--- config.mk ---
export PLATFORM = sky130hd
export DESIGN_NAME = br_eval
export DESIGN_NICKNAME = d
export VERILOG_FILES = /design/src/rtl/br_eval_pkg.sv /design/src/rtl/br_cond_decode.sv /design/src/rtl/br_target_calc.sv /design/src/rtl/br_out_stage.sv /design/src/rtl/br_eval.sv
export SDC_FILE = /design/constraint.sdc
export NUM_CORES = 1
export LEC_CHECK = 0
export BUFFER_PORTS_ARGS = -buffer_cell sky130_fd_sc_hd__buf_4
export CAP_MARGIN = 20
export CORE_ASPECT_RATIO = 0.8
export CORE_UTILIZATION = 46
export DETAILED_ROUTE_END_ITERATION = 10
export GPL_ROUTABILITY_DRIVEN = 0
export PLACE_DENSITY_LB_ADDON = 0.12
export REMOVE_ABC_BUFFERS = 1
export SYNTH_ARGS = -nofsm -noshare
export SYNTH_HDL_FRONTEND = slang
export SYNTH_HIERARCHICAL = 1
export SYNTH_SLANG_ARGS = --single-unit
--- constraint.sdc ---
create_clock -name clk -period 2.7 [get_ports clk]
set_clock_uncertainty 0.05 [all_clocks]
set_input_delay 0.405 -clock clk [delete_from_list [all_inputs] [get_ports clk]]
set_output_delay 0.405 -clock clk [all_outputs]
set_load 0.01 [all_outputs]
--- src/rtl/br_eval_pkg.sv ---
package br_eval_pkg;
  localparam int SEL_W = 5;
  localparam int CC_W  = 4;

  typedef enum logic [SEL_W-1:0] {
    BC_NEVER  = 5'd0,
    BC_ALWAYS = 5'd1,
    BC_NE     = 5'd2,
    BC_EQ     = 5'd3,
    BC_MI     = 5'd4,
    BC_PL     = 5'd5,
    BC_VC     = 5'd6,
    BC_VS     = 5'd7,
    BC_CC     = 5'd8,
    BC_CS     = 5'd9,
    BC_GE     = 5'd10,
    BC_LT     = 5'd11,
    BC_GT     = 5'd12,
    BC_LE     = 5'd13,
    BC_HI     = 5'd14,
    BC_LOS    = 5'd15,
    BC_HIS    = 5'd16,
    BC_LO     = 5'd17
  } br_cond_e;

  localparam int COND_COUNT = 18;

  typedef struct packed {
    logic n;
    logic z;
    logic v;
    logic c;
  } cc_t;
endpackage

--- src/rtl/br_cond_decode.sv ---
module br_cond_decode
  import br_eval_pkg::*;
(
  input  logic [SEL_W-1:0] sel,
  input  logic [CC_W-1:0]  cc,
  output logic             taken
);
  cc_t f;
  logic sgn_lt;

  always_comb begin
    f      = cc_t'(cc);
    sgn_lt = f.n ^ f.v;
    case (sel)
      BC_ALWAYS: taken = 1'b1;
      BC_NE:     taken = ~f.z;
      BC_EQ:     taken = f.z;
      BC_MI:     taken = f.n;
      BC_PL:     taken = ~f.n;
      BC_VC:     taken = ~f.v;
      BC_VS:     taken = f.v;
      BC_CC:     taken = ~f.c;
      BC_CS:     taken = f.c;
      BC_GE:     taken = ~sgn_lt;
      BC_LT:     taken = sgn_lt;
      BC_GT:     taken = ~(f.z | sgn_lt);
      BC_LE:     taken = f.z | sgn_lt;
      BC_HI:     taken = ~(f.c | f.z);
      BC_LOS:    taken = f.c | f.z;
      BC_HIS:    taken = ~f.c;
      BC_LO:     taken = f.c;
      default:   taken = 1'b0;
    endcase
  end
endmodule

--- src/rtl/br_target_calc.sv ---
module br_target_calc #(
  parameter int PC_W   = 16,
  parameter int DISP_W = 8
) (
  input  logic [PC_W-1:0]   pc,
  input  logic [DISP_W-1:0] disp,
  input  logic              taken,
  output logic [PC_W-1:0]   target
);
  localparam int EXT_W = PC_W - DISP_W - 1;

  logic [PC_W-1:0] byte_off;

  always_comb begin
    byte_off = {{EXT_W{disp[DISP_W-1]}}, disp, 1'b0};
    target   = taken ? (pc + byte_off) : pc;
  end
endmodule

--- src/rtl/br_out_stage.sv ---
module br_out_stage #(
  parameter int W       = 17,
  parameter bit REG_OUT = 1'b1
) (
  input  logic         clk,
  input  logic         rst_n,
  input  logic         in_valid,
  output logic         in_ready,
  input  logic [W-1:0] in_data,
  output logic         out_valid,
  input  logic         out_ready,
  output logic [W-1:0] out_data
);
  generate
    if (REG_OUT) begin : g_reg
      logic         valid_q;
      logic [W-1:0] data_q;

      always_ff @(posedge clk) begin
        if (!rst_n) begin
          valid_q <= 1'b0;
        end else if (in_ready) begin
          valid_q <= in_valid;
        end
      end

      always_ff @(posedge clk) begin
        if (in_ready && in_valid) data_q <= in_data;
      end

      assign in_ready  = ~valid_q | out_ready;
      assign out_valid = valid_q;
      assign out_data  = data_q;

      assert_stall_hold_R8: assert property (@(posedge clk) disable iff (!rst_n)
        (out_valid && !out_ready) |=> (out_valid && $stable(out_data)));
    end else begin : g_comb
      assign in_ready  = out_ready;
      assign out_valid = in_valid;
      assign out_data  = in_data;
    end
  endgenerate
endmodule

--- src/rtl/br_eval.sv ---
module br_eval
  import br_eval_pkg::*;
#(
  parameter int PC_W    = 16,
  parameter int DISP_W  = 8,
  parameter bit REG_OUT = 1'b1
) (
  input  logic              clk,
  input  logic              rst_n,
  input  logic              in_valid,
  output logic              in_ready,
  input  logic [3:0]        in_cc,
  input  logic [4:0]        in_sel,
  input  logic [DISP_W-1:0] in_disp,
  input  logic [PC_W-1:0]   in_pc,
  output logic              out_valid,
  input  logic              out_ready,
  output logic              out_taken,
  output logic [PC_W-1:0]   out_target
);
  localparam int RES_W = PC_W + 1;

  logic             dec_taken;
  logic [PC_W-1:0]  calc_target;
  logic [RES_W-1:0] res_out;

  br_cond_decode u_dec (
    .sel   (in_sel),
    .cc    (in_cc),
    .taken (dec_taken)
  );

  br_target_calc #(.PC_W(PC_W), .DISP_W(DISP_W)) u_tgt (
    .pc     (in_pc),
    .disp   (in_disp),
    .taken  (dec_taken),
    .target (calc_target)
  );

  br_out_stage #(.W(RES_W), .REG_OUT(REG_OUT)) u_stage (
    .clk       (clk),
    .rst_n     (rst_n),
    .in_valid  (in_valid),
    .in_ready  (in_ready),
    .in_data   ({dec_taken, calc_target}),
    .out_valid (out_valid),
    .out_ready (out_ready),
    .out_data  (res_out)
  );

  assign out_taken  = res_out[PC_W];
  assign out_target = res_out[PC_W-1:0];

  assert_always_taken_R2: assert property (@(posedge clk) disable iff (!rst_n)
    (in_valid && in_sel == BC_ALWAYS) |-> dec_taken);

  assert_signed_ge_R3: assert property (@(posedge clk) disable iff (!rst_n)
    (in_valid && in_sel == BC_GE) |-> (dec_taken == (in_cc[3] == in_cc[1])));

  assert_unsigned_hi_R4: assert property (@(posedge clk) disable iff (!rst_n)
    (in_valid && in_sel == BC_HI && in_cc[0]) |-> !dec_taken);

  assert_unused_code_R5: assert property (@(posedge clk) disable iff (!rst_n)
    (in_valid && in_sel >= COND_COUNT[4:0]) |-> !dec_taken);

  assert_fallthrough_R7: assert property (@(posedge clk) disable iff (!rst_n)
    (in_valid && !dec_taken) |-> (calc_target == in_pc));
endmodule

Word-level counts from Yosys, hierarchy flattened
Index checks and enable logic that the tools add are counted.

Output and inout bits: 19. Bits in registers: 18.

Add/sub/neg operators: 1. Multiplexer cells: 2. Equality and inequality tests: 17. Bitwise gates (word level): 12. Reduce and logical (&&, ||, !) cells: 3.

Operator list (count): == test 5 x 4 -> 1 bit (second input constant) (8); == test 5 x 3 -> 1 bit (second input constant) (4); adder 16 bit (1); 2-to-1 mux 16 bit (1); one-hot mux 1 bit (15 select lines) (1); == test 5 x 2 -> 1 bit (second input constant) (2); == test 5 bit (second input constant) (2); NOT 1 bit (8); == test 5 x 1 -> 1 bit (second input constant) (1); OR reduction 2 bit (2); OR 1 bit (3); logical AND 1 bit (1); XOR 1 bit (1).

Longest topological paths before layout
Gate-level depths: netlist of the first run.

Word-level depth: 5. Gate-level depth with buffers: 10. Mapped depth without buffers: 9.

Hierarchy
Netlist of the first run, hierarchy kept.

Modules (own cells, without submodules): br_target_calc (instances 1, sequential area each 0.0 sq um, area each 900.9 sq um, cells each 114); br_out_stage (instances 1, sequential area each 530.5 sq um, area each 568.0 sq um, cells each 22); br_cond_decode (instances 1, sequential area each 0.0 sq um, area each 215.2 sq um, cells each 31).

Worst setup path before layout of the first run
OpenSTA, ideal clock, no wires.

Path type: input-to-reg. Start point: input in_sel[3]. End point: register u_stage.g_reg.data_q[15], in the netlist u_stage/out_data[15], data pin. Setup time: 0.265 ns. Arrival: 2.408 ns. Buffers on the path: 2. Path slack: -0.023 ns. Cell stages on the path: 10. Data required time: 2.385 ns. Cell sequence: buf_6 nor3b_1 o21a_1 o311a_1 o41a_1 clkbuf_1 nor3b_1 o211a_1 nor3_1 nand4_1.

Cells in the longest elaborated chain, start to end: 4. Elaborated cells between the ends (all ways): 21. Classes of those cells: eq/ne (17); mux (2); reduce/logical (2).

RTL lines: start: declaration (line br_eval.sv:13) `input logic [4:0] in_sel,`; == test 5 x 4 -> 1 bit or == test 5 bit (tied branches) (line br_cond_decode.sv:14) `case (sel)`; OR reduction 2 bit (no source line); one-hot mux 1 bit (15 select lines) * (line br_cond_decode.sv:14); via dec_taken (line br_eval.sv:23) `logic dec_taken;`; 2-to-1 mux 16 bit * (line br_target_calc.sv:16) `target = taken ? (pc + byte_off) : pc;`; via calc_target[15] (line br_eval.sv:24) `logic [PC_W-1:0] calc_target;`; end signal: assignment (line br_out_stage.sv:28) `if (in_ready && in_valid) data_q <= in_data;`; end: declaration (line br_out_stage.sv:17) `logic [W-1:0] data_q;`.

The timed path passes the listed nets; every way through them passes the cells marked *. A chain may end at the register's enable or synchronous reset.

Final worst setup path of the first run
Same ends and word-level chain as after synthesis.

==> results.toml, run 1 <==
[synthesis]
yosysWarnings = 6
synth_edf_count = 17
syn-mean-instance-area_sq_um = 10.1
netlist_area_sq_um = 1680
synth-async-reset-ratio_pct = 0
synth_cell_types = 54
ys_seq_area_share_pct = 31.5
ys_ff_latch = 18
synthCells = 167
synth-main-ff-cell = "edfxtp_1"

[clock_network]
cts_tree = "yes"
clockBufferDepth = 2
clock_sinks = 18
htreeDepth = 1
clock-root-buffer = "clkbuf_8"
post_cts_buffers = 0
clk_pin_slew_ps = 70
holdBufCountCts = 0
clk_latency_ps = 260
cts-resized-gates = 0
cts_buffers = 3

[grt]
grt_max_degree = 18
first_global_vias = 1480
antenna_found_initial = 0
grt.overflow.total = 0
grt_usage_pct = 21.0
grt_pass1_wl_mm = 6.64

[floorplanning]
io_pins = 56
die_area_sq_um = 3910
initial_core_util_pct = 48.5
rows = 19
die_x_microns = 69.7
coreArea_sq_um = 3470
die_h_microns = 56.1

[power_and_ir_drop]
clock_power_share_pct = 24.5
worst_ir_drop_vdd_mv = 0.201
p_sw_share_pct = 29.7
pwr-share-seq_pct = 37.2
p_comb_share_pct = 38.3
p_switching_uw = 278
power.leakage_nw = 0.958
powerDensity_nw_per_um2 = 429
p_int_uw = 660

[cells_and_area]
area_growth_pct = 29.8
drive_gt1_share_pct = 37.8
final_nets = 275
final_util_pct = 63.0
mostFrequentLayoutCells = "58 x buf_4, 17 x edfxtp_1, 14 x ha_1"
finalNonFillerCells = 264
final_common_cell = "buf_4"
fillers = 302
diodes = 0

[timing]
drv_slew = 0
setup_slack_ps = 261
maxSlewHeadroom_pct = 78.1
fin_crit_sh_pct = 90.3
clock.fmax_mhz = 410
rsz0062_at_grt = "false"
min_period_ps = 2440
worst_pin_slew_ps = 327
finalHoldViolations = 0
setup_viol = 0
hold_ws_ps = 268

[placed_design]
place_ws_ps = -7.16
dp.cells = 260
dp_hpwl_mm = 3.14
port_buffers = 55

[critical_path]
crit_family = "compound AO/OA/AOI/OAI gates"
crit_type = "primary input to flop"
path_buf_inv = 1
cp-end-kind = "flop"
startpoint_type = "primary input"
critical_path.max_fanout = 5
crit_required_ps = 2660
timing.critical_path.mode_cell = "nor3b_1"
slowest_stage = "o41a_1"
arrival_ps = 2400
path_cells = "buf_4, nor3b_1, o21a_1, o311a_1, o41a_1, nor3b_1, o211a_1, nor3_1, nand4_1"
critPathMaxStageDelay_ps = 470

[min_path]
hold_class = "primary input to flop"

[detailed_routing]
antenna_left = 0
vias_per_cell = 5.65
avgRoutedWirePerCell_microns = 15.1
drtIter0Drc = 39
drc = 0
routed_wl_mm = 4.00
first_pass_iters = 4
dr_total_vias = 1491

[flow_run]
max-cap-violations = 0

[status]
status = "completed"
## cell type report
cell class	count	area [sq um]	area share, %
timing repair buffer	58	435	19.9
sequential	18	531	24.3
tap	42	52.6	2.40
multi-input combinational	136	1090	49.9
clock buffer	4	55.1	2.52
inverter	6	22.5	1.03
## metrics by stage
step                      total power, mW  setup TNS [ps]  instance area, sq um
after floorplan                     0.573           -26.5                  1640
after global placement              0.701               0                  2130
after detailed placement            0.713           -7.16                  2130
after CTS                           0.945               0                  2190
after global routing                0.992               0                  2190
final                               0.939               0                  2190
## sequential cells by signal (all words and copies together), names as in the netlist
| signal | count |
|---|---|
| u_stage/out_data | 17 |
| u_stage/out_valid | 1 |
## power by group through the flow
stage	sequential [mW]	clock [mW]	combinational (mW)
3_5_place_dp	0.356	0	0.357
4_1_cts	0.349	0.236	0.359
2_1_floorplan	0.369	0	0.205
3_3_place_gp	0.355	0	0.346
5_1_grt	0.350	0.248	0.394
6_report	0.349	0.230	0.359
## per-layer routing
metal / global-route usage, % / share of wire [%]
met1: 26.1 / 45
met2: 37.7 / 48
met3: 4.17 / 6.2
met4: 4.57 / 0.95
met5: 0 / 0
## path summary, 6_finish.rpt
check | slack, ps | end | depth (start not counted) | start
setup / recovery | 260 | u_stage/out_data[15] | 9 | in_sel[3]
hold / removal | 270 | u_stage/out_data[0] | 1 | in_pc[0]
setup reg to reg | 1610 | u_stage/out_data[9] | 2 | u_stage/out_valid
hold reg to reg | 470 | u_stage/out_valid | 2 | u_stage/out_valid
## kinds of logic after synthesis
family	count (synthesis)	synth area share [%]
simple gates	50	17.9
compound gates	44	19.1
flops	18	31.5
fa+ha+maj	15	11.6
xor+xnor	14	7.28
buf+inv	13	3.79
mux	13	8.84
## synthesized netlist by cell type (3+ instances only)
master    count  share of area (%)
o21ai_0       5                1.5
a21o_1        3                1.3
nand4_1       3                1.1
a21oi_1      10                3.0
nor2_1        5                1.1
a31oi_1       3                1.1
nor3b_1       4                1.8
nand2_1      10                2.2
xor2_1        3                1.6
o21a_1        4                1.8
ha_1         14                 10
xnor2_1      11                5.7
mux2_2       11                7.4
inv_1         6                1.3
edfxtp_1     17                 30
nor2b_1       7                2.6
nand3_1       3               0.89
Note: power is estimated with default switching activity, not from simulation.
==> inputs of run 2 (changes only) <==
- CORE_MARGIN: not set -> 2
- CORE_UTILIZATION: 46 -> 39
==> run 2 against run 1 <==
Against the previous run:
- combinational power up 3%
- cell area rose by 1.5%
- clock power is 5% lower
- critical path type unchanged
- power is 0.24% lower
- sequential cell count stayed put
- utilization decreased by 9.8 points
- final cell count up 6.4%
- register-to-register slack about the same
- worst setup slack better by 9.1 ps
==> results.toml, run 2 (same netlist as run 1, synthesis figures left out) <==
[placed_design]
dp.cells = 277
dp_hpwl_mm = 3.31
port_buffers = 55

[detailed_routing]
met2_length_mm = 1.81
antenna_left = 0
wl_met3_microns = 191
routed_wl_mm = 4.02
avgRoutedWirePerCell_microns = 14.3
vias_per_cell = 5.33
drc = 0
wl_met1_mm = 1.99
top_layer_used = "met4"
drtIter0Drc = 77
dr_total_vias = 1497
first_pass_iters = 4

[critical_path]
cp-end-kind = "flop"
critical_path.max_fanout = 8
startpoint_type = "primary input"
arrival_ps = 2380
crit_family = "compound AO/OA/AOI/OAI gates"
path_buf_inv = 2
slowest_stage = "o41a_1"
crit_required_ps = 2640
timing.critical_path.mode_cell = "buf_4"
crit_type = "primary input to flop"
path_cells = "buf_4, nor3b_1, o21a_1, o311a_1, o41a_1, buf_4, nand3b_1, a211oi_1, nor3_1, nand4_1"
critPathMaxStageDelay_ps = 450

[floorplanning]
die_area_sq_um = 4860
io_pins = 56
initial_core_util_pct = 40.3
coreArea_sq_um = 4180
die_x_microns = 77.5
rows = 21
die_h_microns = 62.8

[power_and_ir_drop]
p_total_uw = 936
powerDensity_nw_per_um2 = 422
power.leakage_nw = 0.969
worst_ir_drop_vdd_mv = 0.187

[clock_network]
cts_buffers = 3
post_cts_buffers = 0
cts-resized-gates = 0
clk_latency_ps = 250
clock_sinks = 18
cts_tree = "yes"
clockBufferDepth = 2
clock-root-buffer = "clkbuf_8"
holdBufCountCts = 0
clk_pin_slew_ps = 70
htreeDepth = 1

[cells_and_area]
finalNonFillerCells = 281
final_nets = 277
fillers = 386
diodes = 0
area_growth_pct = 31.8
final_common_cell = "buf_4"
mostFrequentLayoutCells = "60 x buf_4, 17 x edfxtp_1, 14 x ha_1"
largest_reg_flops = 17
drive_gt1_share_pct = 38.4

[status]
status = "completed"

[timing]
setup_viol = 0
finalHoldViolations = 0
hold_ws_ps = 276
fin_crit_sh_pct = 90.0
maxSlewHeadroom_pct = 76.9
drv_slew = 0
worst_pin_slew_ps = 346
rsz0062_at_grt = "false"
min_period_ps = 2430
clock.fmax_mhz = 411

[grt]
grt_max_degree = 18
grt.overflow.total = 0
grt_usage_pct = 16.9
first_global_vias = 1417
antenna_found_initial = 0
grt_pass1_wl_mm = 6.73

[flow_run]
max-cap-violations = 0

[min_path]
hold_class = "primary input to flop"
==> run 2: changes by cell type in the layout (fill, tap and decap cells not counted) <==
cell   delta
buf_4     +2
==> run 2: per-layer routing <==
layer | vias up | global-route usage [%]
met5 | - | 0
met4 | 0 | 3.79
met1 | 700 | 25.4
met2 | 52 | 25.8
met3 | 2 | 2.02
li1 | 743 | -
==> run 2: worst paths after layout <==
path	from	slack, ps	cells past startpoint	to
max reg2reg	u_stage/out_valid	1610	2	u_stage/out_data[4]
max	in_sel[3]	270	10	u_stage/out_data[15]
min reg2reg	u_stage/out_valid	480	2	u_stage/out_valid
min	in_pc[0]	280	1	u_stage/out_data[0]
==> run 2: power by group <==
group	switching, mW	leakage [nW]	internal (mW)	total, mW
clock network	0.0898	0.0288	0.129	0.219
registers	0.00835	0.173	0.341	0.350
logic	0.174	0.767	0.193	0.368
total	0.272	0.969	0.664	0.936
==> run 2: layout make-up <==
type	instances	area [sq um]	share of cell area, %
Inverter	6	22.5	1.01
Timing Repair Buffer	60	450	20.3
Clock buffer	4	55.1	2.48
Sequential cell	18	531	23.9
Multi-Input combinational cell	136	1090	49.1
Tap cell	57	71.3	3.21
==> run 2: per-stage QoR <==
step	util, %	TNS, ps	area [sq um]	setup slack (ps)
floorplan	-	-26.5	1640	-26.5
global placement	51.8	0	2160	63.8
detailed placement	51.8	0	2160	19.6
CTS	53.1	0	2220	288
global route	53.1	0	2220	103
finish	53.1	0	2220	270
==> run 2: worst reg2reg max path: cells and delay by family (launching register included) <==
family	cells	cell delay (ps)
flip-flops	1	340
AND/OR/NAND/NOR	2	380
==> inputs of run 3 (changes only) <==
- GPL_TIMING_DRIVEN: not set -> 0
- clock period: 2.7 -> 2.8 ns (I/O delays scaled with it)
==> run 3 against run 2 <==
Against the previous run:
- worst setup slack got worse by 140 ps
- clock power decreased by 2%
- die area unchanged
- hold slack improved by 17 ps
- combinational power decreased by 5.7%
- utilization decreased by 0.51 points
- sequential cell count unchanged
==> results.toml, run 3 (same netlist as run 1, synthesis figures left out) <==
[placed_design]
placed_area_sq_um = 2130
port_buffers = 55
dp_hpwl_mm = 3.07

[min_path]
min_from = "in_pc[0]"
hold_class = "primary input to flop"

[detailed_routing]
vias_per_cell = 5.34
avgRoutedWirePerCell_microns = 14.3
antenna_left = 0
drtIter0Drc = 110
routed_wl_mm = 3.95
dr_total_vias = 1474
first_pass_iters = 4
drc = 0

[floorplanning]
initial_core_util_pct = 40.3
die_x_microns = 77.5
coreArea_sq_um = 4180
die_h_microns = 62.8
die_area_sq_um = 4860
io_pins = 56
rows = 21

[power_and_ir_drop]
p_switching_uw = 262
p_comb_share_pct = 38.7
p_total_uw = 897
clock_power_share_pct = 23.9
powerDensity_nw_per_um2 = 408
worst_ir_drop_vdd_mv = 0.187
p_int_uw = 635
pwr-share-seq_pct = 37.5
power.leakage_nw = 0.948
p_sw_share_pct = 29.2

[critical_path]
critPathMaxStageDelay_ps = 620
critical_path.max_fanout = 19
slowest_stage = "o41a_4"
crit_start = "in_sel[3]"
crit_required_ps = 2750
arrival_ps = 2630
cp-end-kind = "flop"
reg2reg_from = "u_stage/out_valid"
timing.critical_path.mode_cell = "nor3b_1"
startpoint_type = "primary input"
path_cells = "buf_4, nor3b_1, o21a_1, o311a_1, o41a_4, nor3b_1, o211a_1, nor3_1, nand4_1"
crit_type = "primary input to flop"

[clock_network]
clk_latency_ps = 250
cts_tree = "yes"
clockBufferDepth = 2
clock_sinks = 18
cts_buffers = 3
clock-root-buffer = "clkbuf_8"
clk_pin_slew_ps = 70
post_cts_buffers = 0
htreeDepth = 1

[timing]
worst_pin_slew_ps = 368
tns_ps = 0
maxSlewHeadroom_pct = 75.4
finalHoldViolations = 0
drv_slew = 0
clock.fmax_mhz = 374
fin_crit_sh_pct = 95.5
min_period_ps = 2670
rsz0062_at_grt = "false"
setup_viol = 0

[cells_and_area]
multi_input_area_sq_um = 1110
fillers = 368
final_cell_area_sq_um = 2200
final_nets = 272
drive_gt1_share_pct = 37.9
seqCellArea_sq_um = 531
final_common_cell = "buf_4"
diodes = 0
mostFrequentLayoutCells = "55 x buf_4, 17 x edfxtp_1, 14 x ha_1"
area_growth_pct = 30.5
largest_reg_flops = 17

[grt]
antenna_found_initial = 0
first_global_vias = 1285
grt_pass1_wl_mm = 6.29
grt.overflow.total = 0
grt_max_degree = 20
grt_usage_pct = 16.1

[status]
status = "completed"

[flow_run]
max-cap-violations = 0
[run 3: cell types whose count changed in the layout (fill, tap and decap cells not counted)]
| cell | previous run | this run |
|---|---|---|
| a31oi_1 | 3 | 2 |
| a31oi_2 | 0 | 1 |
| buf_4 | 60 | 55 |
| o41a_1 | 1 | 0 |
| o41a_4 | 0 | 1 |
[run 3: critical path, delay by kind of cell]
family,cells,cell delay (ps)
simple gates,4,640
compound gates,4,1410
buf+inv,1,150
[run 3: power groups by stage]
stage | Clock (mW) | Combinational [mW] | Sequential (mW)
floorplan | 0 | 0.197 | 0.356
global placement | 0 | 0.332 | 0.342
detailed placement | 0 | 0.342 | 0.343
CTS | 0.219 | 0.344 | 0.337
global route | 0.229 | 0.379 | 0.338
finish | 0.214 | 0.347 | 0.336
[run 3: metal layers]
layer / vias up / routed length, microns / track usage, % / part of all wire [%]
li1: 735 / - / - / -
met1: 682 / 1880 / 22.9 / 48
met2: 53 / 1780 / 24.8 / 45
met3: 4 / 229 / 2.46 / 5.8
met4: 0 / 55 / 6.03 / 1.4
met5: - / 0 / 0 / 0
[run 3: worst paths after layout]
| check | to | slack [ps] | depth (start not counted) |
|---|---|---|---|
| worst max register to register | u_stage/out_data[7] | 1720 | 2 |
| worst min-delay path | u_stage/out_data[0] | 290 | 1 |
| worst min register to register | u_stage/out_valid | 460 | 2 |
| worst max-delay path | u_stage/out_data[15] | 130 | 9 |
[run 3: area by class of cell]
| class | instances | area share [%] |
|---|---|---|
| Tap cell | 57 | 3.24 |
| Multi-Input combinational cell | 136 | 50.3 |
| Clock buffer | 4 | 2.50 |
| Timing Repair Buffer | 55 | 18.8 |
| Inverter | 6 | 1.02 |
| Sequential cell | 18 | 24.1 |
[run 3: per-stage QoR]
stage	instances	hold slack, ps	worst slack, ps	utilization, %
3_3_place_gp	272	441	-323	50.9
4_1_cts	276	289	42.3	52.3
6_report	276	293	127	52.6
3_5_place_dp	272	465	-360	50.9
2_1_floorplan	160	469	58.5	-
5_1_grt	276	292	45.0	52.6
[run 3: repair_timing]
action	4_1_cts	5_1_grt
setup endpoints to repair	1	3
resized for setup	1	2
hold endpoints to repair	0	0
hold buffers	0	0
